==> config.mk <==
export PLATFORM = sky130hd
export DESIGN_NAME = serial_prog_if
export DESIGN_NICKNAME = d
export VERILOG_FILES = /design/src/rtl/serial_prog_pkg.sv /design/src/rtl/sync_vec.sv /design/src/rtl/shift_reg.sv /design/src/rtl/chan_latch.sv /design/src/rtl/serial_prog_if.sv
export SDC_FILE = /design/constraint.sdc
export NUM_CORES = 1
export LEC_CHECK = 0
export CORE_UTILIZATION = 45
export DETAILED_ROUTE_END_ITERATION = 8
export PLACE_DENSITY = 0.71
export SETUP_SLACK_MARGIN = 0.15
export SLEW_MARGIN = 25
export SYNTH_ARGS = -nofsm -noshare
export SYNTH_HDL_FRONTEND = slang
export SYNTH_SLANG_ARGS = --single-unit
==> constraint.sdc <==
create_clock -name clk_i -period 2.5 [get_ports clk_i]
set_input_delay 0.5 -clock clk_i [delete_from_list [all_inputs] [get_ports clk_i]]
set_output_delay 0.5 -clock clk_i [all_outputs]
set_load 0.01 [all_outputs]
==> src/rtl/serial_prog_pkg.sv <==
`timescale 1ns/1ps
package serial_prog_pkg;
  typedef enum logic [1:0] {
    DST_REF0  = 2'b00,
    DST_REF1  = 2'b01,
    DST_MAIN0 = 2'b10,
    DST_MAIN1 = 2'b11
  } dest_e;
endpackage

==> src/rtl/sync_vec.sv <==
`timescale 1ns/1ps
module sync_vec #(
  parameter int W      = 3,
  parameter int STAGES = 2
) (
  input  logic         clk_i,
  input  logic         rst_ni,
  input  logic [W-1:0] d_i,
  output logic [W-1:0] q_o
);
  logic [STAGES-1:0][W-1:0] stg_q;

  for (genvar s = 0; s < STAGES; s++) begin : g_stg
    always_ff @(posedge clk_i or negedge rst_ni) begin
      if (!rst_ni) stg_q[s] <= '0;
      else if (s == 0) stg_q[s] <= d_i;
      else stg_q[s] <= stg_q[(s == 0) ? 0 : s-1];
    end
  end

  assign q_o = stg_q[STAGES-1];
endmodule

==> src/rtl/shift_reg.sv <==
`timescale 1ns/1ps
module shift_reg #(
  parameter int W = 23
) (
  input  logic         clk_i,
  input  logic         rst_ni,
  input  logic         en_i,
  input  logic         bit_i,
  output logic [W-1:0] q_o
);
  always_ff @(posedge clk_i or negedge rst_ni) begin
    if (!rst_ni) q_o <= '0;
    else if (en_i) q_o <= {q_o[W-2:0], bit_i};
  end
endmodule

==> src/rtl/chan_latch.sv <==
`timescale 1ns/1ps
module chan_latch #(
  parameter int REF_W     = 14,
  parameter int N_W       = 11,
  parameter int A_W       = 7,
  parameter int MIN_RATIO = 5,
  localparam int RP_W     = REF_W + 2,
  localparam int MP_W     = 3 + A_W + N_W
) (
  input  logic             clk_i,
  input  logic             rst_ni,
  input  logic             ref_we_i,
  input  logic             main_we_i,
  input  logic [RP_W-1:0]  ref_pay_i,
  input  logic [MP_W-1:0]  main_pay_i,
  output logic [REF_W-1:0] ref_div_o,
  output logic [1:0]       test_sel_o,
  output logic [N_W-1:0]   main_n_o,
  output logic [A_W-1:0]   swallow_o,
  output logic             mod_sel_o,
  output logic             pol_o,
  output logic             mux_sel_o,
  output logic             rej_o
);
  localparam logic [REF_W-1:0] R_MIN = REF_W'(MIN_RATIO);
  localparam logic [N_W-1:0]   N_MIN = N_W'(MIN_RATIO);

  logic [REF_W-1:0] r_in;
  logic [1:0]       t_in;
  logic [N_W-1:0]   n_in;
  logic [A_W-1:0]   a_in;
  logic             ref_bad, main_bad;

  assign t_in = ref_pay_i[1:0];
  assign r_in = ref_pay_i[2 +: REF_W];
  assign n_in = main_pay_i[3+A_W +: N_W];
  assign a_in = main_pay_i[3 +: A_W];

  assign ref_bad  = r_in < R_MIN;
  assign main_bad = n_in < N_MIN;
  assign rej_o    = (ref_we_i && ref_bad) || (main_we_i && main_bad);

  always_ff @(posedge clk_i or negedge rst_ni) begin
    if (!rst_ni) begin
      ref_div_o  <= R_MIN;
      test_sel_o <= '0;
    end else if (ref_we_i && !ref_bad) begin
      ref_div_o  <= r_in;
      test_sel_o <= t_in;
    end
  end

  always_ff @(posedge clk_i or negedge rst_ni) begin
    if (!rst_ni) begin
      main_n_o  <= N_MIN;
      swallow_o <= '0;
      pol_o     <= 1'b1;
      mod_sel_o <= 1'b0;
      mux_sel_o <= 1'b0;
    end else if (main_we_i && !main_bad) begin
      main_n_o  <= n_in;
      swallow_o <= a_in;
      pol_o     <= main_pay_i[2];
      mod_sel_o <= main_pay_i[1];
      mux_sel_o <= main_pay_i[0];
    end
  end
endmodule

==> src/rtl/serial_prog_if.sv <==
`timescale 1ns/1ps
module serial_prog_if
  import serial_prog_pkg::*;
#(
  parameter int REF_W       = 14,
  parameter int N_W         = 11,
  parameter int A_W         = 7,
  parameter int MIN_RATIO   = 5,
  parameter int SYNC_STAGES = 2,
  localparam int NCH        = 2,
  localparam int SR_W       = 5 + A_W + N_W
) (
  input  logic                      clk_i,
  input  logic                      rst_ni,
  input  logic                      ser_clk_i,
  input  logic                      ser_data_i,
  input  logic                      ser_le_i,
  output logic [NCH-1:0][REF_W-1:0] ref_div_o,
  output logic [NCH-1:0][1:0]       test_sel_o,
  output logic [NCH-1:0][N_W-1:0]   main_n_o,
  output logic [NCH-1:0][A_W-1:0]   swallow_o,
  output logic [NCH-1:0]            mod_sel_o,
  output logic [NCH-1:0]            pol_o,
  output logic [NCH-1:0]            mux_sel_o,
  output logic                      err_o
);
  logic [2:0]      pin_s;
  logic            sclk_s, data_s, le_s;
  logic            sclk_d, le_d;
  logic            bit_stb, load_stb;
  logic [SR_W-1:0] sr_q;
  dest_e           dest;
  logic [NCH-1:0]  ref_we, main_we, rej;

  sync_vec #(.W(3), .STAGES(SYNC_STAGES)) u_sync (
    .clk_i (clk_i),
    .rst_ni(rst_ni),
    .d_i   ({ser_le_i, ser_data_i, ser_clk_i}),
    .q_o   (pin_s)
  );
  assign sclk_s = pin_s[0];
  assign data_s = pin_s[1];
  assign le_s   = pin_s[2];

  always_ff @(posedge clk_i or negedge rst_ni) begin
    if (!rst_ni) begin
      sclk_d <= 1'b0;
      le_d   <= 1'b0;
    end else begin
      sclk_d <= sclk_s;
      le_d   <= le_s;
    end
  end
  assign bit_stb  = sclk_s & ~sclk_d;
  assign load_stb = le_s & ~le_d;

  shift_reg #(.W(SR_W)) u_sr (
    .clk_i (clk_i),
    .rst_ni(rst_ni),
    .en_i  (bit_stb),
    .bit_i (data_s),
    .q_o   (sr_q)
  );

  // tag is the last-shifted pair, so it sits at the low end
  assign dest = dest_e'(sr_q[1:0]);
  always_comb begin
    ref_we  = '0;
    main_we = '0;
    if (load_stb) begin
      case (dest)
        DST_REF0:  ref_we[0]  = 1'b1;
        DST_REF1:  ref_we[1]  = 1'b1;
        DST_MAIN0: main_we[0] = 1'b1;
        default:   main_we[1] = 1'b1;
      endcase
    end
  end

  for (genvar c = 0; c < NCH; c++) begin : g_ch
    chan_latch #(
      .REF_W(REF_W), .N_W(N_W), .A_W(A_W), .MIN_RATIO(MIN_RATIO)
    ) u_lat (
      .clk_i     (clk_i),
      .rst_ni    (rst_ni),
      .ref_we_i  (ref_we[c]),
      .main_we_i (main_we[c]),
      .ref_pay_i (sr_q[2 +: REF_W+2]),
      .main_pay_i(sr_q[SR_W-1:2]),
      .ref_div_o (ref_div_o[c]),
      .test_sel_o(test_sel_o[c]),
      .main_n_o  (main_n_o[c]),
      .swallow_o (swallow_o[c]),
      .mod_sel_o (mod_sel_o[c]),
      .pol_o     (pol_o[c]),
      .mux_sel_o (mux_sel_o[c]),
      .rej_o     (rej[c])
    );
  end

  always_ff @(posedge clk_i or negedge rst_ni) begin
    if (!rst_ni) err_o <= 1'b0;
    else if (|rej) err_o <= 1'b1;
  end
endmodule

== Word-level counts from Yosys, hierarchy flattened ==
Index checks and enable logic that the tools add are counted.
Storage, ports and cells
  flip-flop bits (word level): 106
  input port bits: 5
  output and inout bits: 75
  logic and storage cells: 49
Cells by class
  $lt $le $gt $ge: 2
  equality and inequality tests: 2
  mux-type cells: 6
  bitwise gates (word level): 4
  reductions and logical operators: 15
Operators by type and width (count)
  $lt 14x3->1 const B: 1
  $lt 11x3->1 const B: 1
  $logic_and 1x1->1: 8
  $mux 1: 4
  $mux 2: 2
  $reduce_or 3->1: 1
  $and 1x1->1: 2
  $eq 2x1->1 const B: 1
  $eq 2x2->1 const B: 1
  $logic_not 1->1: 2
  $logic_not 2->1: 1
  $logic_or 1x1->1: 2
  $not 1->1: 2
  $reduce_or 2->1: 1

== Depth between registers and ports, before layout ==
  depth after elaboration: 7
  mapped depth: 6
  depth with buffers taken out: 4

== By module ==
Synthesis repeated with hierarchy kept, for this count alone.
Unflattened totals
  cell total of the unflattened synthesis: 248
  area total of the unflattened synthesis: 4072.7 um^2
By module, submodules not included
  chan_latch: instances 2, cells an instance 91, area each 1452.6 um^2
  shift_reg: instances 1, cells an instance 48, area each 857.1 um^2
  sync_vec: instances 1, cells an instance 9, area each 172.7 um^2
  serial_prog_if: instances 1, cells an instance 9, area each 137.6 um^2

== Worst setup path before layout ==
OpenSTA, ideal clock, no wires.
  path kind: reg2reg
  from: register u_sr.q_o[17]
  to: register g_ch[0].u_lat.ref_div_o[10]
  library setup time: 0.125 ns
  data arrival time: 1.715 ns
  required time: 2.375 ns
  slack: 0.660 ns
  stages on the path, launching flop included: 7
  buffers on the path: 2
  clock period less this slack: 1.840 ns
  cells stage by stage: dfrtp_1 > nor3_1 > and4_1 > or4b_1 > buf_6 > buf_12 > mux2_4
Between the ends
  word-level cells in the longest chain between the ends: 3
RTL lines
  start: declaration: line shift_reg.sv:9  | output logic [W-1:0] q_o
  start signal: assignment: line shift_reg.sv:13  | else if (en_i) q_o <= {q_o[W-2:0], bit_i};
  $lt 14x3->1: line chan_latch.sv:39  | assign ref_bad = r_in < R_MIN;
  $logic_not 1->1: line chan_latch.sv:47  | end else if (ref_we_i && !ref_bad) begin
  $logic_and 1x1->1: line chan_latch.sv:47
  end signal: assignment: line chan_latch.sv:48  | ref_div_o <= r_in;
  end: declaration: line chan_latch.sv:16  | output logic [REF_W-1:0] ref_div_o,
No other way between the ends.
A chain may end at the register's enable or synchronous reset.

== Final worst setup path ==
  from: register u_sr.q_o[6]
  to: register g_ch[0].u_lat.ref_div_o[12]
The elaborated chain is that of the path after synthesis.

==> results.sh <==
export IMPL_run_status="complete, no violations"
export IMPL_cellPowerDensity_mw_per_mm2=847
export IMPL_crit_reg2reg_capture="g_ch[0].u_lat.ref_div_o[12]$_DFFE_PN0P_"
export IMPL_number_of_standard_cells_after_synthesis=241
export IMPL_rrSetupSlack_ns=0.41
export IMPL_drc_errors=0
export IMPL_hpwlAfterDp_um=5070
export IMPL_clock_insertion_delay_worst_skew_ns=0.35
export IMPL_final_nets=327
export IMPL_setup_total_negative_slack_ns=0
export IMPL_worstSetupStartpoint="u_sr.q_o[6]$_DFFE_PN0P_"
export IMPL_floorplan_die_width_um=96.7
export IMPL_synth_enable_flop_cells=0
export IMPL_grt_total_ovfl=0
export IMPL_cts_htree_levels=3
export IMPL_totalWireLength_um=7560
export IMPL_post_cts_buffers=0
export IMPL_switchingPower_mw=1.20
export IMPL_cp_arrival_ns=2.32
export IMPL_max_slew_headroom_pct=60.2
export IMPL_ctsRootBufferMaster="sky130_fd_sc_hd__clkbuf_8"
export IMPL_critPathCaptureType="register"
export IMPL_synthDominantAreaCellType="sky130_fd_sc_hd__dfrtp_1"
export IMPL_wire_per_inst_um=17.4
export IMPL_routabilityCongestion=0.712
export IMPL_layout_area_overhead_vs_synth_pct=27.1
export IMPL_synth_yosys_seq_area_share_pct=66.1
export IMPL_clock_sink_count=106
export IMPL_drv_max_cap_violation_count=0
export IMPL_insertedDiodeCount=0
export IMPL_grt_pass1_wl_um=12200
export IMPL_synthArstFlopShare_pct=100
export IMPL_final_hold_violation_count=0
export IMPL_power_share_sequential_pct=54.2
export IMPL_reg2reg_depth=5
export IMPL_worst_slew_pin_slew_ns=0.594
export IMPL_power_clock_fraction_pct=23.9
export IMPL_fraction_of_power_spent_switching_nets_pct=27.6
export IMPL_cts_path_max_buffers=2
export IMPL_cts_buffers_inserted=9
export IMPL_ant_nets=0
export IMPL_synth_top_cell_area_share_pct=59.6
export IMPL_total_leakage_power_nw=2.41
export IMPL_tritoncts_clock_tree="done"
export IMPL_cell_with_the_most_instances_after_synthesis="sky130_fd_sc_hd__dfrtp_1"
export IMPL_irDropWorstVdd_mv=0.383
export IMPL_startpoint_class="register"
export IMPL_grt_start_max_net_pins=71
export IMPL_floorplan_rows=34
export IMPL_final_instance_count_excl_fill=435
export IMPL_drt_pre_antenna_iters=4
export IMPL_hp_class="in -> async"
export IMPL_grt_setup_unrepaired="false"
export IMPL_crit_path_end="g_ch[0].u_lat.ref_div_o[12]$_DFFE_PN0P_"
export IMPL_power_total_mw=4.34
export IMPL_post_route_worst_setup_slack_ns=0.414
export IMPL_post_drt_via_cell_ratio=5.11
export IMPL_post_route_cells_drive_above_1_share_pct=39.8
export IMPL_final_max_slew_violation_count=0
export IMPL_synth_seq_cells=106
export IMPL_power_report_internal_total_mw=3.14
export IMPL_synth_top_cells_by_count="96 x sky130_fd_sc_hd__dfrtp_1, 85 x sky130_fd_sc_hd__mux2_2, 10 x sky130_fd_sc_hd__dfstp_2, 10 x sky130_fd_sc_hd__mux2_4"
export IMPL_path_class="reg -> reg"
export IMPL_critical_path_slowest_cell="sky130_fd_sc_hd__or4b_1"
export IMPL_power_share_combinational_pct=22.0
export IMPL_cp_slowest_stage_delay_ns=0.56
export IMPL_cts_clk_slew_worst_paths_ns=0.10
export IMPL_floorplan_io_pins=80
export IMPL_floorplan_die_height_um=96.7
export IMPL_post_cts_resize_count=0
export IMPL_synthFlopType="sky130_fd_sc_hd__dfrtp_1"
export IMPL_layout_min_cycle_time_ns=2.09
export IMPL_synthesis_nets=246
export IMPL_post_synthesis_instance_area_mm2=0.00403
export IMPL_place_ws_ns=0.435
export IMPL_timing_critical_path_fanout_max=13
export IMPL_post_placement_cell_count=419
export IMPL_final_count_of_negative_setup_slack_endpoints=0
export IMPL_syn_area_per_cell_um2=16.7
export IMPL_finalHoldWorstSlack_ns=0.0956
export IMPL_cts_hold_fix_buffers=0
export IMPL_initial_core_util_pct=46.5
export IMPL_worst_skew_ns=0.00869
export IMPL_antenna_found_initial=0
export IMPL_netlist_cell_types=24
export IMPL_cp_cell_sequence="o21ai_0 -> and4_1 -> or4b_1 -> buf_4 -> mux2_4"
export IMPL_worst_endpoint_required_ns=2.74
export IMPL_overall_fraction_of_global_route_tracks_in_use_pct=16.7
export IMPL_dieArea_mm2=0.00934
export IMPL_synthTopCellsByArea="sky130_fd_sc_hd__dfrtp_1 60%, sky130_fd_sc_hd__mux2_2 24%, sky130_fd_sc_hd__dfstp_2 6.5%"
export IMPL_period_share_pct=83.5
export IMPL_first_iter_violations=95
export IMPL_number_of_global_route_vias_before_repair=2267
export IMPL_max_clock_freq_mhz=479
export IMPL_yosysWarningCount=0
export IMPL_dr_total_vias=2221
export IMPL_core_region_area_mm2=0.00868
export IMPL_reg2reg_from="u_sr.q_o[6]$_DFFE_PN0P_"
export IMPL_placement_io_buffers=79
[critical path: cells and delay by family, from the launching register on]
kind | cells | cell delay [ns]
simple gates | 2 | 0.78
flops | 1 | 0.49
mux | 1 | 0.31
buf+inv | 1 | 0.26
compound gates | 1 | 0.12
[worst min path at each step]
stage	from	to	slack (ns)
floorplan	rst_ni	err_o$_DFFE_PN0P_	0.20
global placement	u_sync.stg_q[0]$_DFF_PN0_	u_sync.q_o[0]$_DFF_PN0_	0.33
detailed placement	u_sync.stg_q[0]$_DFF_PN0_	u_sync.q_o[0]$_DFF_PN0_	0.34
CTS	rst_ni	g_ch[0].u_lat.main_n_o[1]$_DFFE_PN0P_	0.11
global route	rst_ni	g_ch[0].u_lat.main_n_o[1]$_DFFE_PN0P_	0.14
finish	rst_ni	g_ch[0].u_lat.main_n_o[1]$_DFFE_PN0P_	0.1
[through the flow]
stage,area (µm²),utilization [%]
2_1_floorplan,4030,-
3_3_place_gp,4930,56.8
3_5_place_dp,4930,56.8
4_1_cts,5120,59.0
5_1_grt,5120,59.0
6_report,5120,59.0
[metal layers]
layer	vias up	share of wire [%]	GRT usage [%]
li1	1003	-	-
met5	-	0	0
met4	0	1.5	6.66
met1	1159	47	23.8
met2	49	48	25.4
met3	10	3.7	3.32
[cells by family (layout without fill, tap and decap cells)]
group	count (synthesis)	in the layout	synth area share [%]
flip-flops	106	106	66.1
multiplexers	96	96	27.7
buffers and inverters	18	104	3.01
AND/OR/NAND/NOR	17	17	2.51
AO/OA/AOI/OAI	4	4	0.651
[power by group through the flow]
stage                     Clock, mW  Sequential [mW]  Combinational, mW
after global placement            0             2.38              0.950
final                          1.04             2.35              0.954
after detailed placement          0             2.39              0.967
after CTS                      1.06             2.36              0.970
after global routing           1.12             2.41               1.03
after floorplan                   0             2.35              0.429
[cells in the final DEF, fill, tap and decap left out, drive strengths merged, types with 2 or more instances in the layout]
| master | synthesis | layout |
|---|---|---|
| buf | 14 | 9 |
| clkbuf | 3 | 12 |
| clkdlybuf4s50 | 0 | 78 |
| clkinvlp | 0 | 3 |
| dfrtp | 96 | 96 |
| dfstp | 10 | 10 |
| mux2 | 96 | 96 |
| nand2 | 3 | 3 |
| nand4 | 2 | 2 |
| nor2 | 2 | 2 |
| nor3 | 2 | 2 |
| nor4 | 2 | 2 |
| o21ai | 3 | 3 |
[state kept, by name, indices dropped and copies added (netlist names)]
signal and cells:
u_sr.q_o 23, u_sync.stg_q 3, g_ch.u_lat.swallow_o 14, g_ch.u_lat.ref_div_o 28, g_ch.u_lat.main_n_o 22, err_o 1, le_d 1, g_ch.u_lat.pol_o 2
g_ch.u_lat.test_sel_o 4, u_sync.q_o 3, sclk_d 1, g_ch.u_lat.mod_sel_o 2, g_ch.u_lat.mux_sel_o 2
[layout make-up]
type	count	area, µm²
clock inverters	4	52.6
clock buffers	12	145
fillers	689	3550
well taps	108	135
inverters	1	3.75
multi-input cells	117	1250
repair buffers	87	873
flip-flops and latches	106	2670
No activity file was read; power rests on OpenSTA's default activity.
